File: src/rtl/irq_vec_pkg.sv
// Shared constants and types for the interrupt vectoring unit.
// Assumes byte-addressed vector table at address zero, four bytes per entry.
package irq_vec_pkg;
    localparam int TYPE_W = 8;
    localparam int HALF_W = 16;
    localparam logic [TYPE_W-1:0] NMI_TYPE  = 8'h02;
    localparam logic [TYPE_W-1:0] STEP_TYPE = 8'h01;

    typedef enum logic [2:0] {
        SRC_NONE, SRC_EXC, SRC_NMI, SRC_INTR, SRC_STEP
    } irq_src_e;

    typedef enum logic [2:0] {
        ST_IDLE, ST_ACK, ST_RD_LO, ST_RD_HI, ST_DONE
    } seq_state_e;
endpackage

File: src/rtl/irq_nmi_track.sv
// Non-maskable input tracking: rising-edge detection, a pending latch and
// the blocking state that follows a non-maskable entry.
// Assumes nmi_i is already synchronous to clk.
module irq_nmi_track (
    input  logic clk,
    input  logic rst_n,
    input  logic nmi_i,
    input  logic take_nmi_i,
    input  logic iret_i,
    output logic pend_o,
    output logic blocked_o
);
    logic nmi_q, pend_q, blk_q;

    // edge detect, pending latch, block until return
    always_ff @(posedge clk) begin
        if (!rst_n) begin
            nmi_q  <= 1'b0;
            pend_q <= 1'b0;
            blk_q  <= 1'b0;
        end else begin
            nmi_q  <= nmi_i;
            pend_q <= (pend_q & ~take_nmi_i) | (nmi_i & ~nmi_q);
            if (take_nmi_i)  blk_q <= 1'b1;
            else if (iret_i) blk_q <= 1'b0;
        end
    end

    assign pend_o    = pend_q;
    assign blocked_o = blk_q;

    // block persists until a return strobe
    p_block_holds_r5: assert property (@(posedge clk) disable iff (!rst_n)
        (blk_q && !iret_i) |=> blk_q);
    // a pending edge is kept until it is served
    p_pend_kept_r5: assert property (@(posedge clk) disable iff (!rst_n)
        (pend_q && !take_nmi_i) |=> pend_q);
endmodule

File: src/rtl/irq_flag_regs.sv
// Interrupt-enable and trap flags with a single saved copy for entry/return.
// Assumes one level of saving; deeper nesting is held by the stack elsewhere.
module irq_flag_regs (
    input  logic clk,
    input  logic rst_n,
    input  logic enter_i,
    input  logic iret_i,
    input  logic wr_i,
    input  logic wr_if_i,
    input  logic wr_tf_i,
    output logic if_o,
    output logic tf_o
);
    logic if_q, tf_q, sv_if_q, sv_tf_q;

    // entry saves and clears, return restores, write loads
    always_ff @(posedge clk) begin
        if (!rst_n) begin
            if_q    <= 1'b0;
            tf_q    <= 1'b0;
            sv_if_q <= 1'b0;
            sv_tf_q <= 1'b0;
        end else if (enter_i) begin
            sv_if_q <= if_q;
            sv_tf_q <= tf_q;
            if_q    <= 1'b0;
            tf_q    <= 1'b0;
        end else if (iret_i) begin
            if_q <= sv_if_q;
            tf_q <= sv_tf_q;
        end else if (wr_i) begin
            if_q <= wr_if_i;
            tf_q <= wr_tf_i;
        end
    end

    assign if_o = if_q;
    assign tf_o = tf_q;

    // entry leaves both flags clear
    p_entry_clears_r4: assert property (@(posedge clk) disable iff (!rst_n)
        enter_i |=> (!if_q && !tf_q));
    // return brings back what entry saved
    p_iret_restores_r4: assert property (@(posedge clk) disable iff (!rst_n)
        (iret_i && !enter_i) |=> (if_q == $past(sv_if_q) && tf_q == $past(sv_tf_q)));
endmodule

File: src/rtl/irq_arbiter.sv
// Fixed-priority choice among the four event classes.
// Purely combinational; the caller qualifies the result with the boundary strobe.
module irq_arbiter
    import irq_vec_pkg::*;
(
    input  logic              exc_req_i,
    input  logic [TYPE_W-1:0] exc_type_i,
    input  logic              nmi_pend_i,
    input  logic              blocked_i,
    input  logic              intr_i,
    input  logic              if_i,
    input  logic              tf_i,
    output irq_src_e          src_o,
    output logic [TYPE_W-1:0] type_o,
    output logic              need_ack_o
);
    // exception > non-maskable > maskable > single-step
    always_comb begin
        src_o      = SRC_NONE;
        type_o     = '0;
        need_ack_o = 1'b0;
        if (exc_req_i) begin
            src_o  = SRC_EXC;
            type_o = exc_type_i;
        end else if (nmi_pend_i && !blocked_i) begin
            src_o  = SRC_NMI;
            type_o = NMI_TYPE;
        end else if (intr_i && if_i && !blocked_i) begin
            src_o      = SRC_INTR;
            need_ack_o = 1'b1;
        end else if (tf_i) begin
            src_o  = SRC_STEP;
            type_o = STEP_TYPE;
        end
    end
endmodule

File: src/rtl/irq_fetch_seq.sv
// Vector sequencer: optional acknowledge handshake for the type, then two
// table reads (offset word, then segment word), then a one-cycle done state.
// Assumes ADDR_W >= TYPE_W + 2 and a table based at address zero.
module irq_fetch_seq
    import irq_vec_pkg::*;
#(
    parameter int ADDR_W = 20
) (
    input  logic              clk,
    input  logic              rst_n,
    input  logic              start_i,
    input  logic [TYPE_W-1:0] start_type_i,
    input  logic              start_ack_i,
    input  logic              ack_valid_i,
    input  logic [TYPE_W-1:0] ack_type_i,
    input  logic              rd_valid_i,
    input  logic [HALF_W-1:0] rd_data_i,
    output logic              idle_o,
    output logic              ack_req_o,
    output logic              rd_req_o,
    output logic [ADDR_W-1:0] rd_addr_o,
    output logic              done_o,
    output logic [2*HALF_W-1:0] ptr_o,
    output logic [TYPE_W-1:0] type_o
);
    localparam int PAD_W = ADDR_W - TYPE_W - 2;

    seq_state_e        state_q;
    logic [TYPE_W-1:0] type_q;
    logic [HALF_W-1:0] off_q, seg_q;

    // state walk and capture of type, offset and segment
    always_ff @(posedge clk) begin
        if (!rst_n) begin
            state_q <= ST_IDLE;
            type_q  <= '0;
            off_q   <= '0;
            seg_q   <= '0;
        end else begin
            unique case (state_q)
                ST_IDLE: if (start_i) begin
                    type_q  <= start_type_i;
                    state_q <= start_ack_i ? ST_ACK : ST_RD_LO;
                end
                ST_ACK: if (ack_valid_i) begin
                    type_q  <= ack_type_i;
                    state_q <= ST_RD_LO;
                end
                ST_RD_LO: if (rd_valid_i) begin
                    off_q   <= rd_data_i;
                    state_q <= ST_RD_HI;
                end
                ST_RD_HI: if (rd_valid_i) begin
                    seg_q   <= rd_data_i;
                    state_q <= ST_DONE;
                end
                ST_DONE: state_q <= ST_IDLE;
                default: state_q <= ST_IDLE;
            endcase
        end
    end

    assign idle_o    = (state_q == ST_IDLE);
    assign ack_req_o = (state_q == ST_ACK);
    assign rd_req_o  = (state_q == ST_RD_LO) || (state_q == ST_RD_HI);
    assign rd_addr_o = {{PAD_W{1'b0}}, type_q, (state_q == ST_RD_HI), 1'b0};
    assign done_o    = (state_q == ST_DONE);
    assign ptr_o     = {seg_q, off_q};
    assign type_o    = type_q;

    // an unanswered read keeps its request and address
    p_rd_hold_r6: assert property (@(posedge clk) disable iff (!rst_n)
        (rd_req_o && !rd_valid_i) |=> (rd_req_o && $stable(rd_addr_o)));
endmodule

File: src/rtl/irq_vector_unit.sv
// Interrupt arbitration and vectoring unit (top).
// Samples events at instruction boundaries, picks one by priority, obtains
// the type and fetches the 32-bit service pointer from the vector table.
// Assumes all inputs are synchronous to clk.
module irq_vector_unit
    import irq_vec_pkg::*;
#(
    parameter int ADDR_W = 20
) (
    input  logic              clk,
    input  logic              rst_n,
    input  logic              boundary_i,
    input  logic              exc_req_i,
    input  logic [7:0]        exc_type_i,
    input  logic              nmi_i,
    input  logic              intr_i,
    input  logic              iret_i,
    input  logic              flag_wr_i,
    input  logic              flag_if_i,
    input  logic              flag_tf_i,
    output logic              ack_req_o,
    input  logic              ack_valid_i,
    input  logic [7:0]        ack_type_i,
    output logic              rd_req_o,
    output logic [ADDR_W-1:0] rd_addr_o,
    input  logic              rd_valid_i,
    input  logic [15:0]       rd_data_i,
    output logic              vec_done_o,
    output logic [7:0]        vec_type_o,
    output logic [31:0]       vec_ptr_o,
    output logic              push_o,
    output logic              busy_o,
    output logic              if_o,
    output logic              tf_o
);
    irq_src_e          src;
    logic [TYPE_W-1:0] arb_type;
    logic              need_ack, nmi_pend, blocked, idle, accept, take_nmi;
    logic              push_q;

    assign accept   = boundary_i && idle && (src != SRC_NONE);
    assign take_nmi = accept && (src == SRC_NMI);

    irq_nmi_track u_nmi (
        .clk(clk), .rst_n(rst_n), .nmi_i(nmi_i), .take_nmi_i(take_nmi),
        .iret_i(iret_i), .pend_o(nmi_pend), .blocked_o(blocked)
    );

    irq_flag_regs u_flags (
        .clk(clk), .rst_n(rst_n), .enter_i(accept), .iret_i(iret_i),
        .wr_i(flag_wr_i), .wr_if_i(flag_if_i), .wr_tf_i(flag_tf_i),
        .if_o(if_o), .tf_o(tf_o)
    );

    irq_arbiter u_arb (
        .exc_req_i(exc_req_i), .exc_type_i(exc_type_i), .nmi_pend_i(nmi_pend),
        .blocked_i(blocked), .intr_i(intr_i), .if_i(if_o), .tf_i(tf_o),
        .src_o(src), .type_o(arb_type), .need_ack_o(need_ack)
    );

    irq_fetch_seq #(.ADDR_W(ADDR_W)) u_seq (
        .clk(clk), .rst_n(rst_n), .start_i(accept), .start_type_i(arb_type),
        .start_ack_i(need_ack), .ack_valid_i(ack_valid_i), .ack_type_i(ack_type_i),
        .rd_valid_i(rd_valid_i), .rd_data_i(rd_data_i), .idle_o(idle),
        .ack_req_o(ack_req_o), .rd_req_o(rd_req_o), .rd_addr_o(rd_addr_o),
        .done_o(vec_done_o), .ptr_o(vec_ptr_o), .type_o(vec_type_o)
    );

    // one-cycle strobe to the stack sequencer on acceptance
    always_ff @(posedge clk) begin
        if (!rst_n) push_q <= 1'b0;
        else        push_q <= accept;
    end

    assign push_o = push_q;
    assign busy_o = !idle;

    // handshake phases never overlap
    p_phase_excl_r7: assert property (@(posedge clk) disable iff (!rst_n)
        $onehot0({ack_req_o, rd_req_o, vec_done_o}));
    // done is a single-cycle pulse
    p_done_pulse_r7: assert property (@(posedge clk) disable iff (!rst_n)
        vec_done_o |=> !vec_done_o);
    // push strobe is a single-cycle pulse
    p_push_pulse_r11: assert property (@(posedge clk) disable iff (!rst_n)
        push_o |=> !push_o);
    // non-maskable entry goes straight to the table read
    p_nmi_no_ack_r2: assert property (@(posedge clk) disable iff (!rst_n)
        take_nmi |=> (!ack_req_o && rd_req_o));
endmodule

File: config.mk
export PLATFORM = sky130hd
export DESIGN_NAME = irq_vector_unit
export DESIGN_NICKNAME = d
export VERILOG_FILES = /design/src/rtl/irq_vec_pkg.sv /design/src/rtl/irq_nmi_track.sv /design/src/rtl/irq_flag_regs.sv /design/src/rtl/irq_arbiter.sv /design/src/rtl/irq_fetch_seq.sv /design/src/rtl/irq_vector_unit.sv
export SDC_FILE = /design/constraint.sdc
export NUM_CORES = 1
export LEC_CHECK = 0
export CAP_MARGIN = 20
export CORE_UTILIZATION = 43
export CTS_BUF_LIST = sky130_fd_sc_hd__clkbuf_8
export CTS_CLUSTER_SIZE = 16
export DETAILED_ROUTE_END_ITERATION = 12
export GPL_TIMING_DRIVEN = 1
export MAX_ROUTING_LAYER = met4
export PLACE_DENSITY = 0.88
export SLEW_MARGIN = 20
export SYNTH_ARGS = -nofsm -noshare
export SYNTH_HDL_FRONTEND = slang
export SYNTH_HIERARCHICAL = 1
export SYNTH_SLANG_ARGS = --single-unit
File: constraint.sdc
create_clock -name clk -period 2.3 [get_ports clk]
set_input_delay 0.23 -clock clk [delete_from_list [all_inputs] [get_ports clk]]
set_output_delay 0.23 -clock clk [all_outputs]
set_load 0.02 [all_outputs]
==> results of run 1 <==
## worst reg2reg max path: stages, from the launching register on
cell      delay, ns
dfxtp_1        0.48
nand3b_4       0.11
and3_1         0.21
nor3_1         0.25
nor2_1         0.08
mux2_4         0.30
and2_4         0.18
o211a_1        0.21
## through the flow
step	hold slack, ns	setup WS (ns)	total power, uW
CTS	0.4569	0.1383	2489
floorplan	0.3475	0.2187	1590
finish	0.4547	0.1491	2462
global placement	0.4411	0.1382	1863
global route	0.4826	0.04751	2593
detailed placement	0.4438	0.08564	1887
## registers in the layout (all words and copies together), names as in the netlist
register         count
u_seq/seg_q         16
u_nmi/nmi_q          1
u_flags/sv_if_q      1
u_seq/state_q        3
push_o               1
u_seq/off_q         16
u_nmi/blocked_o      1
u_seq/type_o         8
u_flags/tf_o         1
u_nmi/pend_o         1
u_flags/if_o         1
u_flags/sv_tf_q      1
## final cells by class
cell class              count  area, um^2  share of cell area (%)
multi-input cells         195        1202                   34.37
repair buffers            107        1064                   30.40
flip-flops and latches     51        1021                   29.18
well taps                  72       90.09                   2.575
clock buffers               5       68.82                   1.967
clock inverters             2       37.54                   1.073
inverters                   4       15.01                  0.4292
## routing by layer
layer	GRT usage, %	vias up
li1	-	1074
met1	23.09	988
met2	34.60	91
met3	3.765	8
met4	5.283	0
met5	-	-
## cell usage in the layout (no fill, tap or decap), types with 2 or more instances in the layout
cell type,instances
and2_1,8
a211oi_1,3
nand2b_1,3
nor2_1,3
a21boi_0,21
clkbuf_8,5
inv_1,4
buf_4,7
o211a_1,8
nor3_1,6
mux2i_1,12
conb_1,11
nor2b_1,8
nor3b_1,2
a21boi_1,11
dfxtp_1,51
and3_1,2
nand2_1,65
nand3_1,9
clkdlybuf4s50_1,99
## cell families after synthesis
kind of cell,synth area share (%)
flops,41.42
other cells,0.1521
mux,5.482
compound gates,17.00
simple gates,24.62
buf+inv,11.32
## power by group through the flow
stage	Combinational, uW	Clock [uW]	Sequential [uW]
3_5_place_dp	834	0	1050
3_3_place_gp	815	0	1050
4_1_cts	838	617	1030
2_1_floorplan	487	0	1100
5_1_grt	891	657	1040
6_report	833	598	1030
## Yosys cell counts (all sizes together)
master and n:
nor2b 8, o311a 1, mux2 1, inv 4, conb 1, dfxtp 51, a21boi 33, o21a 1
and4b 1, a31oi 1, o2111ai 1, clkbuf 5, buf 33, and2 9, and3 2, nand3b 2
nand4b 1, nor3b 2, nor2 4, and4bb 1, a21oi 1, nand3 9, a32o 1, mux2i 12
o21bai 1, nand2b 4, a211oi 3, nand4bb 1, nor4b 1, nor3 7, o21ai 2, nand2 66
o211a 8
## final timing paths
check / startpoint / to / depth (start not counted)
setup / recovery: u_seq/state_q[2] / vec_done_o / 3
hold / removal: u_seq/seg_q[13] / u_seq/seg_q[13] / 2
setup reg to reg: u_flags/if_o / u_seq/type_o[5] / 7
hold reg to reg: u_seq/seg_q[13] / u_seq/seg_q[13] / 2
==> metrics.txt, run 1 <==
Sequential Power Share 41.9%; grt total ovfl 0; reg2reg setup slack 0.38 ns; share of layout cells above drive strength 1 6.868%; clk_lat worst skew 0.30 ns; Rows 27; post-route cell area 3498 um^2; Final setup viols 0; crit end category output pin; Area Overhead vs Synth 41.93%; 1st-iter DRT viols 37; gr usage total 19.78%; Clock transition at path regs 0.09 ns; io pins 111; worst hold path class flip-flop to flip-flop; met3 WL 369 um; initial antenna violation count 0; # port buffers 99; period utilization 93.52%; placed instance area 3392 um^2; Yosys warning total 6; TritonCTS clock tree yes; Worst slew margin 66.47%; Mapped Cells 278; vias per inst 4.956; Chip Height 77.71 um; top cell type's share of synthesized area 41.42%; WL/cell 13.14 um; Cell Pwr Density 703.9 nW/um^2; Die X 77.71 um; placed instance count 429; Worst VDD drop 0.3150 mV; Fin. Hold Viols 0; Seq/Total Area, Yosys 41.42%; crit-path max FO 12; Net Sw Frac 31.19%; internal power 1694 uW; largest net degree at the start of global routing 44; initial core utilization 44.76%; DR WL met2 2.697 mm; clock group share of total power 24.3%; slowest CP cell clkdlybuf4s50_1; final wirelength 5.731 mm; final core utilization 63.53%; maximum operating frequency 464.9 MHz; total CTS buffers 5; CP delay by family, top buffers and inverters; crit path buf inv count 2; CTS root buf clkbuf_8; Cell Area, Synth 2465 um^2; worst-case clock buffer depth 2; H-tree depth 2; max-cap violations 0; antenna diode count 0; Placer Congestion 0.7858; WS Path Type flip-flop to output pin; worst-case clock skew 0.01057 ns; count of cell types in the netlist 45; Final Max Tran Viols 0; setup TNS 0 ns; Post-route DRC 0; Core ar. 5507 um^2; post-DP HPWL 4.213 mm; global-route wire length before repair 9.225 mm; Final min period 2.151 ns; Post-CTS Setup Inserts 0; full die area 6039 um^2; Hold-fix buffers, CTS 0; FILL cells 483; measured slew at the worst slew-check pin 0.5023 ns; post-cts sizing count 0; Max stage delay on crit path 0.65 ns; Worst Setup Start Kind flip-flop; # nets final 408; Synth Area per Inst 8.866 um^2; drt pass-1 iters 4; P_leak 0.001337 uW; Post-Layout Cell Count 436; reported net switching power 767.9 uW; post-route ant nets 0; Gate power share 33.8%; cell taking the most area after synthesis dfxtp_1; Via Count 2,161; CP required 2.07 ns; run status completed; Critical Path AT 1.92 ns; top cells by area, synth dfxtp_1 41%, nand2_1 9.9%, buf_4 7.3%, a21boi_0 6.4%, mux2i_1 4.9%; clock sinks 51; #FFs+latches synth 51; uppermost layer routed met4; RSZ-0062 raised after global routing false; vias in the first global route 1,977; CP Cell Sequence inv_1 -> nor3_1 -> clkdlybuf4s50_1; wl on met1 2.596 mm
(Power assumes the default switching activity.)
==> inputs of run 2 (changes only) <==
- ABC_AREA: unset -> 1
==> metrics.txt, run 2 <==
run status completed; global-route wire length before repair 9.853 mm (+6.8%); clock group share of total power 15.2% (-9.1 points); crit end category output pin; Hold-fix buffers, CTS 0 (unchanged); Gate power share 49.4% (+16 points); worst slack, placed 0.1419 ns (+0.05630 ns); final wirelength 6.107 mm (+6.6%); setup TNS 0 ns (unchanged); antenna diode count 0 (unchanged); Final min period 2.078 ns (-0.07296 ns); TritonCTS clock tree yes; grt total ovfl 0 (unchanged); share of layout cells above drive strength 1 9.091% (+2.2 points); FFs w/ async S/R, synth 0% (unchanged); post-cts sizing count 0 (unchanged); Worst Hold Path Cells 1 (-1); Max stage delay on crit path 0.61 ns (-0.04 ns); drt pass-1 iters 4 (unchanged); Worst slew margin 66.15% (-0.31 points); prevailing post-synth register cell dfxtp_1; vias in the first global route 2,231 (+13%); reg2reg setup slack 0.31 ns (-0.07 ns); slowest CP cell clkdlybuf4s50_1; Core ar. 5540 um^2 (+0.61%); total CTS buffers 5 (unchanged); full die area 6069 um^2 (+0.50%); count of cell types in the netlist 30 (-33%); reported net switching power 1372 uW (+79%); P_leak 0.001474 uW (+10%); Worst VDD drop 0.4989 mV (+58%); post-route ant nets 0 (unchanged); clock sinks 51 (unchanged); Synth Area per Inst 7.078 um^2 (-20%); #FFs+latches synth 51 (unchanged); Post-route DRC 0 (unchanged); max-cap violations 0 (unchanged); CTS root buf clkbuf_8; post-DP HPWL 4.664 mm (+11%); Worst Setup Start Kind flip-flop; worst hold endpoint u_nmi/pend_o; worst-case clock buffer depth 2 (unchanged); Critical R2R Capture u_seq/type_o[6]; Seq/Total Area, Yosys 41.21% (-0.21 points); io pins 111 (unchanged); initial antenna violation count 0 (unchanged); Net Sw Frac 41.44% (+10 points); FILL cells 500 (+3.5%); cell with the most instances after synthesis nand2_1; internal power 1939 uW (+14%); maximum operating frequency 481.2 MHz (+3.5%); CP required 2.07 ns (about the same); most frequent cells after synthesis 74 x nand2_1, 62 x nor2_1, 51 x dfxtp_1; Crit Reg-Reg Startpoint u_seq/state_q[1]; Clock transition at path regs 0.09 ns (about the same); 1st-iter DRT viols 75 (+100%); Cell Pwr Density 954.8 nW/um^2 (+36%); Final Max Tran Viols 0 (unchanged); Final setup viols 0 (unchanged); largest net degree at the start of global routing 18 (-59%); Post-CTS Setup Inserts 0 (unchanged); CP Cell Sequence nor2_4 -> nand2_2 -> clkinv_1 -> clkdlybuf4s50_1; vias per inst 4.701 (-5.1%); top cell type's share of synthesized area 41.21% (-0.21 points); Placer Congestion 0.8225 (+4.7%); placed instance count 504 (+17%); cell taking the most area after synthesis dfxtp_1; RSZ-0062 raised after global routing false; Chip Height 77.91 um (+0.25%); Area Overhead vs Synth 40.00%; Mapped Cells 350 (+26%); Hold Path Origin u_nmi/nmi_q; gr usage total 20.60% (+0.83 points); worst-case clock skew 0.01114 ns (+0.0005730 ns); worst hold slack 0.4383 ns (-0.01637 ns); clk_lat worst skew 0.30 ns (about the same); reg2reg path depth 12 (+5); WL/cell 11.93 um (-9.3%); initial core utilization 44.72% (-0.047 points); Sequential Power Share 35.4% (-6.5 points); Yosys warning total 6 (unchanged); period utilization 90.35% (-3.2 points); Post-Layout Cell Count 512 (+17%); # nets final 483 (+18%); Die X 77.91 um (+0.25%); # port buffers 99 (unchanged); worst hold path class flip-flop to flip-flop; crit-path max FO 9 (-3); Cell Area, Synth 2477 um^2 (+0.51%); Post-synth EDFFs 0 (unchanged); Rows 27 (unchanged); Critical Path AT 1.85 ns (-0.07 ns); top cells by area, synth dfxtp_1 41%, nand2_1 11%, nor2_1 9.4%, buf_4 5.8%, inv_1 5.5%; commonest non-fill, non-tap cell in the layout clkdlybuf4s50_1; measured slew at the worst slew-check pin 0.5046 ns (+0.002255 ns); Via Count 2,407 (+11%); WS Path Type flip-flop to output pin; H-tree depth 2 (unchanged); commonest cells after routing, fill and taps aside 99 x clkdlybuf4s50_1, 74 x nand2_1, 62 x nor2_1; final setup margin 0.2220 ns (+0.07296 ns); crit path buf inv count 2 (unchanged); Fin. Hold Viols 0 (unchanged); CP delay by family, top buffers and inverters
==> run 2: cell types whose count changed after synthesis, sizes merged, moves of 8 or more <==
cell,previous run,this run
nand2,66,81
nor2,4,67
inv,4,41
o21ai,2,22
a21oi,1,20
nand3,9,27
o211a,8,0
and2,9,0
a21boi,33,0
mux2i,12,0
nor2b,8,0
==> run 2: logic make-up after synthesis <==
logic type,count (synthesis),share of synthesized area [%]
AO/OA/AOI/OAI,44,9.394
AND/OR/NAND/NOR,179,32.32
other,1,0.1514
buffers and inverters,75,16.92
flip-flops,51,41.21
==> run 2: routing by layer <==
metal  vias up  track usage, %  wire length [um]
li1       1224               -                 -
met1      1084           23.79              2615
met2        94           35.49              2949
met3         5           6.353               515
met4         0           3.704                27
met5         -               -                 0
==> run 2: worst max path at each step <==
stage                                start         endpoint  slack [ns]  cells after the start
after floorplan               u_flags/if_o  u_seq/type_o[0]        0.58                     12
after global placement              intr_i  u_seq/type_o[1]        0.26                     12
after detailed placement         exc_req_i  u_seq/type_o[6]        0.14                     13
after CTS                 u_seq/state_q[2]        ack_req_o        0.08                      4
after global routing      u_seq/state_q[1]  u_seq/type_o[4]        0.04                     12
final                     u_seq/state_q[2]        ack_req_o        0.22                      4
==> run 2: final cells by class <==
cell class	count	area, um^2	share of cell area, %
tap	72	90.09	2.597
multi-input combinational	234	1075	30.99
inverter	43	163.9	4.726
clock buffer	5	68.82	1.984
sequential	51	1022	29.47
timing repair buffer	104	1028	29.65
clock inverter	3	20.02	0.5772
==> run 2: power by group through the flow <==
stage / clock (uW) / combinational, uW / sequential (uW)
6_report: 503 / 1640 / 1170
5_1_grt: 556 / 1800 / 1190
4_1_cts: 520 / 1650 / 1170
3_5_place_dp: 0 / 1640 / 1190
3_3_place_gp: 0 / 1590 / 1180
2_1_floorplan: 0 / 993 / 1330
==> run 2: metrics by stage <==
stage | utilization, % | power, uW | cell area (um^2)
finish | 62.60 | 3312 | 3468
global route | 62.60 | 3550 | 3468
CTS | 62.58 | 3337 | 3467
detailed placement | 60.98 | 2832 | 3378
global placement | 60.98 | 2775 | 3378
floorplan | - | 2319 | 2515
